[src/rtl/cfg_stat_pkg.sv]
package cfg_stat_pkg;

  localparam int NFLAG = 6;

  // sticky flag indices
  localparam int F_DPAR = 0;
  localparam int F_TSIG = 1;
  localparam int F_TREC = 2;
  localparam int F_MABT = 3;
  localparam int F_SERR = 4;
  localparam int F_PERR = 5;

  localparam logic [15:0] STAT_FIXED = 16'h0210;

  localparam int CMD_PERR_EN = 6;
  localparam int CMD_SERR_EN = 8;
  localparam int CMD_INT_DIS = 10;
  localparam int STAT_INT    = 3;

  typedef struct packed {
    logic perr_en;
    logic serr_en;
    logic int_dis;
  } cmd_t;

  function automatic int flag_pos(input int idx);
    case (idx)
      F_DPAR:  return 8;
      F_TSIG:  return 11;
      F_TREC:  return 12;
      F_MABT:  return 13;
      F_SERR:  return 14;
      default: return 15;
    endcase
  endfunction

endpackage

[src/rtl/cfg_sticky_bank.sv]
module cfg_sticky_bank #(
  parameter int N = 6
) (
  input  logic         clk,
  input  logic         rst,
  input  logic [N-1:0] set_i,
  input  logic [N-1:0] clr_i,
  output logic [N-1:0] flag_q
);

  for (genvar g = 0; g < N; g++) begin : g_flag
    always_ff @(posedge clk) begin
      if (rst)           flag_q[g] <= 1'b0;
      else if (set_i[g]) flag_q[g] <= 1'b1;  // set beats clear
      else if (clr_i[g]) flag_q[g] <= 1'b0;
    end
  end

endmodule

[src/rtl/cfg_cmd_slice.sv]
module cfg_cmd_slice
  import cfg_stat_pkg::*;
(
  input  logic       clk,
  input  logic       rst,
  input  logic       wr_i,
  input  logic [1:0] be_i,
  input  logic       perr_en_d,
  input  logic       serr_en_d,
  input  logic       int_dis_d,
  output cmd_t       cmd_q
);

  always_ff @(posedge clk) begin
    if (rst) begin
      cmd_q <= '0;
    end else if (wr_i) begin
      if (be_i[0]) cmd_q.perr_en <= perr_en_d;
      if (be_i[1]) begin
        cmd_q.serr_en <= serr_en_d;
        cmd_q.int_dis <= int_dis_d;
      end
    end
  end

endmodule

[src/rtl/cfg_irq_gate.sv]
module cfg_irq_gate (
  input  logic clk,
  input  logic rst,
  input  logic pending_i,
  input  logic enable_i,
  input  logic int_dis_i,
  output logic stat_int_q,
  output logic intx_n_q
);

  always_ff @(posedge clk) begin
    if (rst) begin
      stat_int_q <= 1'b0;
      intx_n_q   <= 1'b1;
    end else begin
      stat_int_q <= pending_i & enable_i;
      intx_n_q   <= ~(stat_int_q & ~int_dis_i);
    end
  end

endmodule

[src/rtl/cfg_status_reg.sv]
module cfg_status_reg
  import cfg_stat_pkg::*;
#(
  parameter int              ADDR_W = 6,
  parameter logic [ADDR_W-1:0] CMD_DW = 1
) (
  input  logic              clk,
  input  logic              rst,
  input  logic              cfg_wr,
  input  logic              cfg_rd,
  input  logic [ADDR_W-1:0] cfg_addr,
  input  logic [3:0]        cfg_be,
  input  logic [31:0]       cfg_wdata,
  output logic [31:0]       cfg_rdata,
  input  logic              ev_addr_perr,
  input  logic              ev_data_perr,
  input  logic              ev_serr,
  input  logic              ev_mabort,
  input  logic              ev_tabort_rcv,
  input  logic              ev_tabort_sig,
  input  logic              perr_seen,
  input  logic              bus_master,
  input  logic              irq_pending,
  input  logic              irq_enable,
  output logic              intx_n
);

  localparam int STAT_LSB = 16;

  logic             hit;
  logic             reg_wr;
  cmd_t             cmd_q;
  logic [NFLAG-1:0] flag_set;
  logic [NFLAG-1:0] flag_clr;
  logic [NFLAG-1:0] flag_q;
  logic             stat_int_q;
  logic [15:0]      status_w;
  logic [15:0]      cmd_w;

  assign hit    = (cfg_addr == CMD_DW);
  assign reg_wr = cfg_wr & hit;

  cfg_cmd_slice u_cmd (
    .clk       (clk),
    .rst       (rst),
    .wr_i      (reg_wr),
    .be_i      (cfg_be[1:0]),
    .perr_en_d (cfg_wdata[CMD_PERR_EN]),
    .serr_en_d (cfg_wdata[CMD_SERR_EN]),
    .int_dis_d (cfg_wdata[CMD_INT_DIS]),
    .cmd_q     (cmd_q)
  );

  // qualified set conditions
  always_comb begin
    flag_set         = '0;
    flag_set[F_PERR] = ev_addr_perr | ev_data_perr;
    flag_set[F_SERR] = ev_serr & cmd_q.serr_en;
    flag_set[F_MABT] = ev_mabort;
    flag_set[F_TREC] = ev_tabort_rcv;
    flag_set[F_TSIG] = ev_tabort_sig;
    flag_set[F_DPAR] = perr_seen & bus_master & cmd_q.perr_en;
  end

  // write-one clears, each qualified by its own byte lane
  for (genvar g = 0; g < NFLAG; g++) begin : g_clr
    localparam int BITN = STAT_LSB + flag_pos(g);
    assign flag_clr[g] = reg_wr & cfg_be[BITN/8] & cfg_wdata[BITN];
  end

  cfg_sticky_bank #(.N(NFLAG)) u_flags (
    .clk    (clk),
    .rst    (rst),
    .set_i  (flag_set),
    .clr_i  (flag_clr),
    .flag_q (flag_q)
  );

  cfg_irq_gate u_irq (
    .clk        (clk),
    .rst        (rst),
    .pending_i  (irq_pending),
    .enable_i   (irq_enable),
    .int_dis_i  (cmd_q.int_dis),
    .stat_int_q (stat_int_q),
    .intx_n_q   (intx_n)
  );

  always_comb begin
    status_w           = STAT_FIXED;
    status_w[STAT_INT] = stat_int_q;
    for (int i = 0; i < NFLAG; i++) status_w[flag_pos(i)] = flag_q[i];
  end

  always_comb begin
    cmd_w              = '0;
    cmd_w[CMD_PERR_EN] = cmd_q.perr_en;
    cmd_w[CMD_SERR_EN] = cmd_q.serr_en;
    cmd_w[CMD_INT_DIS] = cmd_q.int_dis;
  end

  always_ff @(posedge clk) begin
    if (rst)         cfg_rdata <= '0;
    else if (cfg_rd) cfg_rdata <= hit ? {status_w, cmd_w} : 32'h0;
  end

endmodule

[config.mk]
export PLATFORM = sky130hd
export DESIGN_NAME = cfg_status_reg
export DESIGN_NICKNAME = d
export VERILOG_FILES = /design/src/rtl/cfg_stat_pkg.sv /design/src/rtl/cfg_sticky_bank.sv /design/src/rtl/cfg_cmd_slice.sv /design/src/rtl/cfg_irq_gate.sv /design/src/rtl/cfg_status_reg.sv
export SDC_FILE = /design/constraint.sdc
export NUM_CORES = 1
export LEC_CHECK = 0
export ABC_CLOCK_PERIOD_IN_PS = 1950
export BUFFER_PORTS_ARGS = -buffer_cell sky130_fd_sc_hd__clkbuf_2
export CAP_MARGIN = 40
export CORE_ASPECT_RATIO = 1.2
export CORE_MARGIN = 2
export CORE_UTILIZATION = 39
export CTS_CLUSTER_DIAMETER = 150
export DETAILED_ROUTE_END_ITERATION = 10
export PLACE_DENSITY = 0.83
export SLEW_MARGIN = 20
export SYNTH_ARGS = -nofsm -noshare
export SYNTH_HDL_FRONTEND = slang
export SYNTH_SLANG_ARGS = --single-unit
[constraint.sdc]
create_clock -name clk -period 1.95 [get_ports clk]
set_clock_uncertainty 0.2 [all_clocks]
set_input_delay 0.2925 -clock clk [delete_from_list [all_inputs] [get_ports clk]]
set_output_delay 0.2925 -clock clk [all_outputs]
set_load 0.02 [all_outputs]
==> run_results.csv <==
group,metric,value,unit
outcome,outcome,"completed",
synth,synth_seq_cells,22,
synth,synth_cells,122,
sta,worstMarginPinSlew,526,ps
power,powerDensity,552,nW/um^2
setup_path,rr_startpoint,"cfg_rdata[31]",
sta,setup_viol,0,
finish,layoutNonFillerInstCount,205,
setup_path,crit_chain,"clkbuf_2 > or4b_4 > or3_4 > o31ai_2",
synth,seq_area_frac_synth,38.0,%
setup_path,cp-startpoint,"cfg_addr[3]",
finish,final_net_count,229,
sta,setup-tns-final,0,ps
floorplanning,rows,21,
setup_path,crit_cells,4,
synth,synthArstFlopShare,0,%
sta,fin_ws,368,ps
route,drc_errors,0,
synth,syn-cell-area,1160,um^2
setup_path,path_delay_family,"simple AND/OR/NAND/NOR gates",
placement,place_inst,196,
setup_path,max_stage_delay,530,ps
synth,synth_edf_count,0,
setup_path,required,1970,ps
clock_network,cts.reportedPaths.clkPinSlew,110,ps
route,wl,2.30,mm
power,internal_power,575,uW
finish,drive_gt1_share,43.9,%
synth,synth_ff_type,"dfxtp_1",
setup_path,crit_slowest_cell,"or4b_4",
finish,area_growth,22.4,%
global_route,grtUsageTotal,13.8,%
global_route,grt_overflow,0,
setup_path,rr_worst_depth,2,
synth,synth_area_leaders,"dfxtp_1 (38%), buf_4 (14%), o31ai_2 (9.7%)",
sta,period_minus_slack,1580,ps
clock_network,cts-root-buf,"clkbuf_4",
global_route,grt_pass1_wl,3.60,mm
route,wl_per_cell,11.2,um
clock_network,htreeDepth,1,
synth,synthDistinctLibCells,31,
setup_path,crit_buf_inv,1,
sta,rsz0062_at_grt,"no",
global_route,grt_max_degree,28,
route,vias,968,
power,swShare,26.4,%
sta,hold_violations,0,
power,clockPowerShare,25.1,%
synth,synth_warnings,0,
floorplanning,ios,89,
finish,diodes,0,
route,drtPass1Iterations,4,
floorplanning,start_util,41.2,%
setup_path,regToRegEndpoint,"cfg_rdata[31]",
synth,yosys.area.top_type,"dfxtp_1",
clock_network,clkSinkCount,22,
floorplanning,die_area,3420,um^2
power,leakage,0.000629,uW
power,p_switching,207,uW
run,maxCapViolCount,0,
power,ir_drop,306,uV
synth,synth_common_cells,"dfxtp_1 (22), buf_4 (21), nand2_1 (12)",
clock_network,clockBufferDepth,2,
sta,hold_slack,24.8,ps
placement,portBuffers,44,
synth,syn_area_per_cell,9.50,um^2
global_route,grt_pass1_vias,864,
synth,synth_most_common_cell,"dfxtp_1",
setup_path,endpoint_kind,"register",
sta,slew_violations,0,
clock_network,cts_buffers,3,
sta,slew_headroom,64.9,%
synth,netlist.area_leader.share,38.0,%
setup_path,regToRegSetupSlack,790,ps
route,drt_iter0_markers,15,
placement,gp_congestion,0.713,
setup_path,cp-start-kind,"input pin",
setup_path,critPathKind,"input pin to register",
clock_network,cts_tree,"done",
global_route,antenna_found_initial,0,
route,ant_nets,0,
power,pwr-share-seq,58.9,%
sta,fin_crit_sh,81.1,%
placement,dp_worst_setup_slack,44.4,ps
route,vias_per_cell,4.72,
floorplanning,core,2810,um^2
sta,timing.fmax,632,MHz
clock_network,cts_post_setup_buffers_inserted,0,
hold_path,holdCritPathClass,"input pin to register",
power,pwr-share-comb,16.0,%
clock_network,clkLatencyLatePin,300,ps
setup_path,cp_max_fo,11,
floorplanning,die_w,53.8,um
floorplanning,die-height,63.7,um
setup_path,arrival,1600,ps
setup_path,critical_path.endpoint,"cfg_rdata[31]",
placement,hpwl,1.66,mm
[final cells by class]
class	instances	area (um^2)
fillers	281	1390
well taps	34	42.5
multi-input cells	88	587
flip-flops and latches	22	440
inverters	4	15.0
repair buffers	54	310
clock buffers	3	22.5
[worst min path at each step]
stage                                 start                 to  depth (start not counted)
final                         cfg_wdata[10]     u_cmd.cmd_q[0]                          3
after global routing           cfg_wdata[6]     u_cmd.cmd_q[2]                          3
after global placement     u_irq.stat_int_q      cfg_rdata[19]                          2
after detailed placement  u_flags.flag_q[1]      cfg_rdata[27]                          2
after floorplan               cfg_wdata[24]  u_flags.flag_q[0]                          1
after CTS                         ev_mabort  u_flags.flag_q[3]                          3
[through the flow]
stage          instance area (um^2)  power, uW  utilization [%]
2_1_floorplan                  1230        570                -
5_1_grt                        1420        824             50.4
6_report                       1420        782             50.4
3_3_place_gp                   1340        583             47.5
4_1_cts                        1420        788             50.4
3_5_place_dp                   1340        585             47.5
[cell usage in the layout (no fill, tap or decap), drive strengths merged, types with 3 or more instances in the layout]
cell / netlist / layout
clkbuf: 4 / 47
nand2: 12 / 12
a21oi: 4 / 4
dfxtp: 22 / 22
nand3: 4 / 4
conb: 1 / 20
o31ai: 10 / 10
inv: 4 / 4
dlygate4sd3: 0 / 6
o21bai: 3 / 3
buf: 23 / 4
a31oi: 4 / 4
or3b: 11 / 11
[power by group through the flow]
stage | Clock, uW | Combinational [uW] | Sequential [uW]
2_1_floorplan | 0 | 99.3 | 471
5_1_grt | 226 | 136 | 462
3_5_place_dp | 0 | 114 | 471
4_1_cts | 204 | 123 | 461
3_3_place_gp | 0 | 112 | 471
6_report | 197 | 125 | 461
[state kept, by name, summed over array words and instances (netlist names)]
register and count:
u_cmd.cmd_q 3, u_flags.flag_q 6, cfg_rdata 11, u_irq.intx_n_q 1
u_irq.stat_int_q 1
[repair_timing]
action                                 CTS  global route
hold buffers                             6             0
resized for setup                        0             0
endpoints found under the hold margin    5             0
[per-layer routing]
layer | part of all wire [%] | GRT usage [%]
met1 | 44 | 17.2
met2 | 46 | 23.3
met3 | 8.4 | 0.474
met4 | 1.2 | 6.73
met5 | 0 | 0
[worst reg2reg max path, stage by stage, from the launching register on]
cell and delay [ps]:
dfxtp_1 360, or3b_2 450, o31ai_2 70
[cells by family (layout without fill, tap and decap cells)]
family                 count (synthesis)  after routing  synth area share, %
AO/OA/AOI/OAI                         29             29                 21.1
flip-flops                            22             22                 38.0
other                                  1             20                0.324
buffers and inverters                 31             61                 17.5
AND/OR/NAND/NOR                       39             39                 23.1
Power figures use the tool's default switching activity.
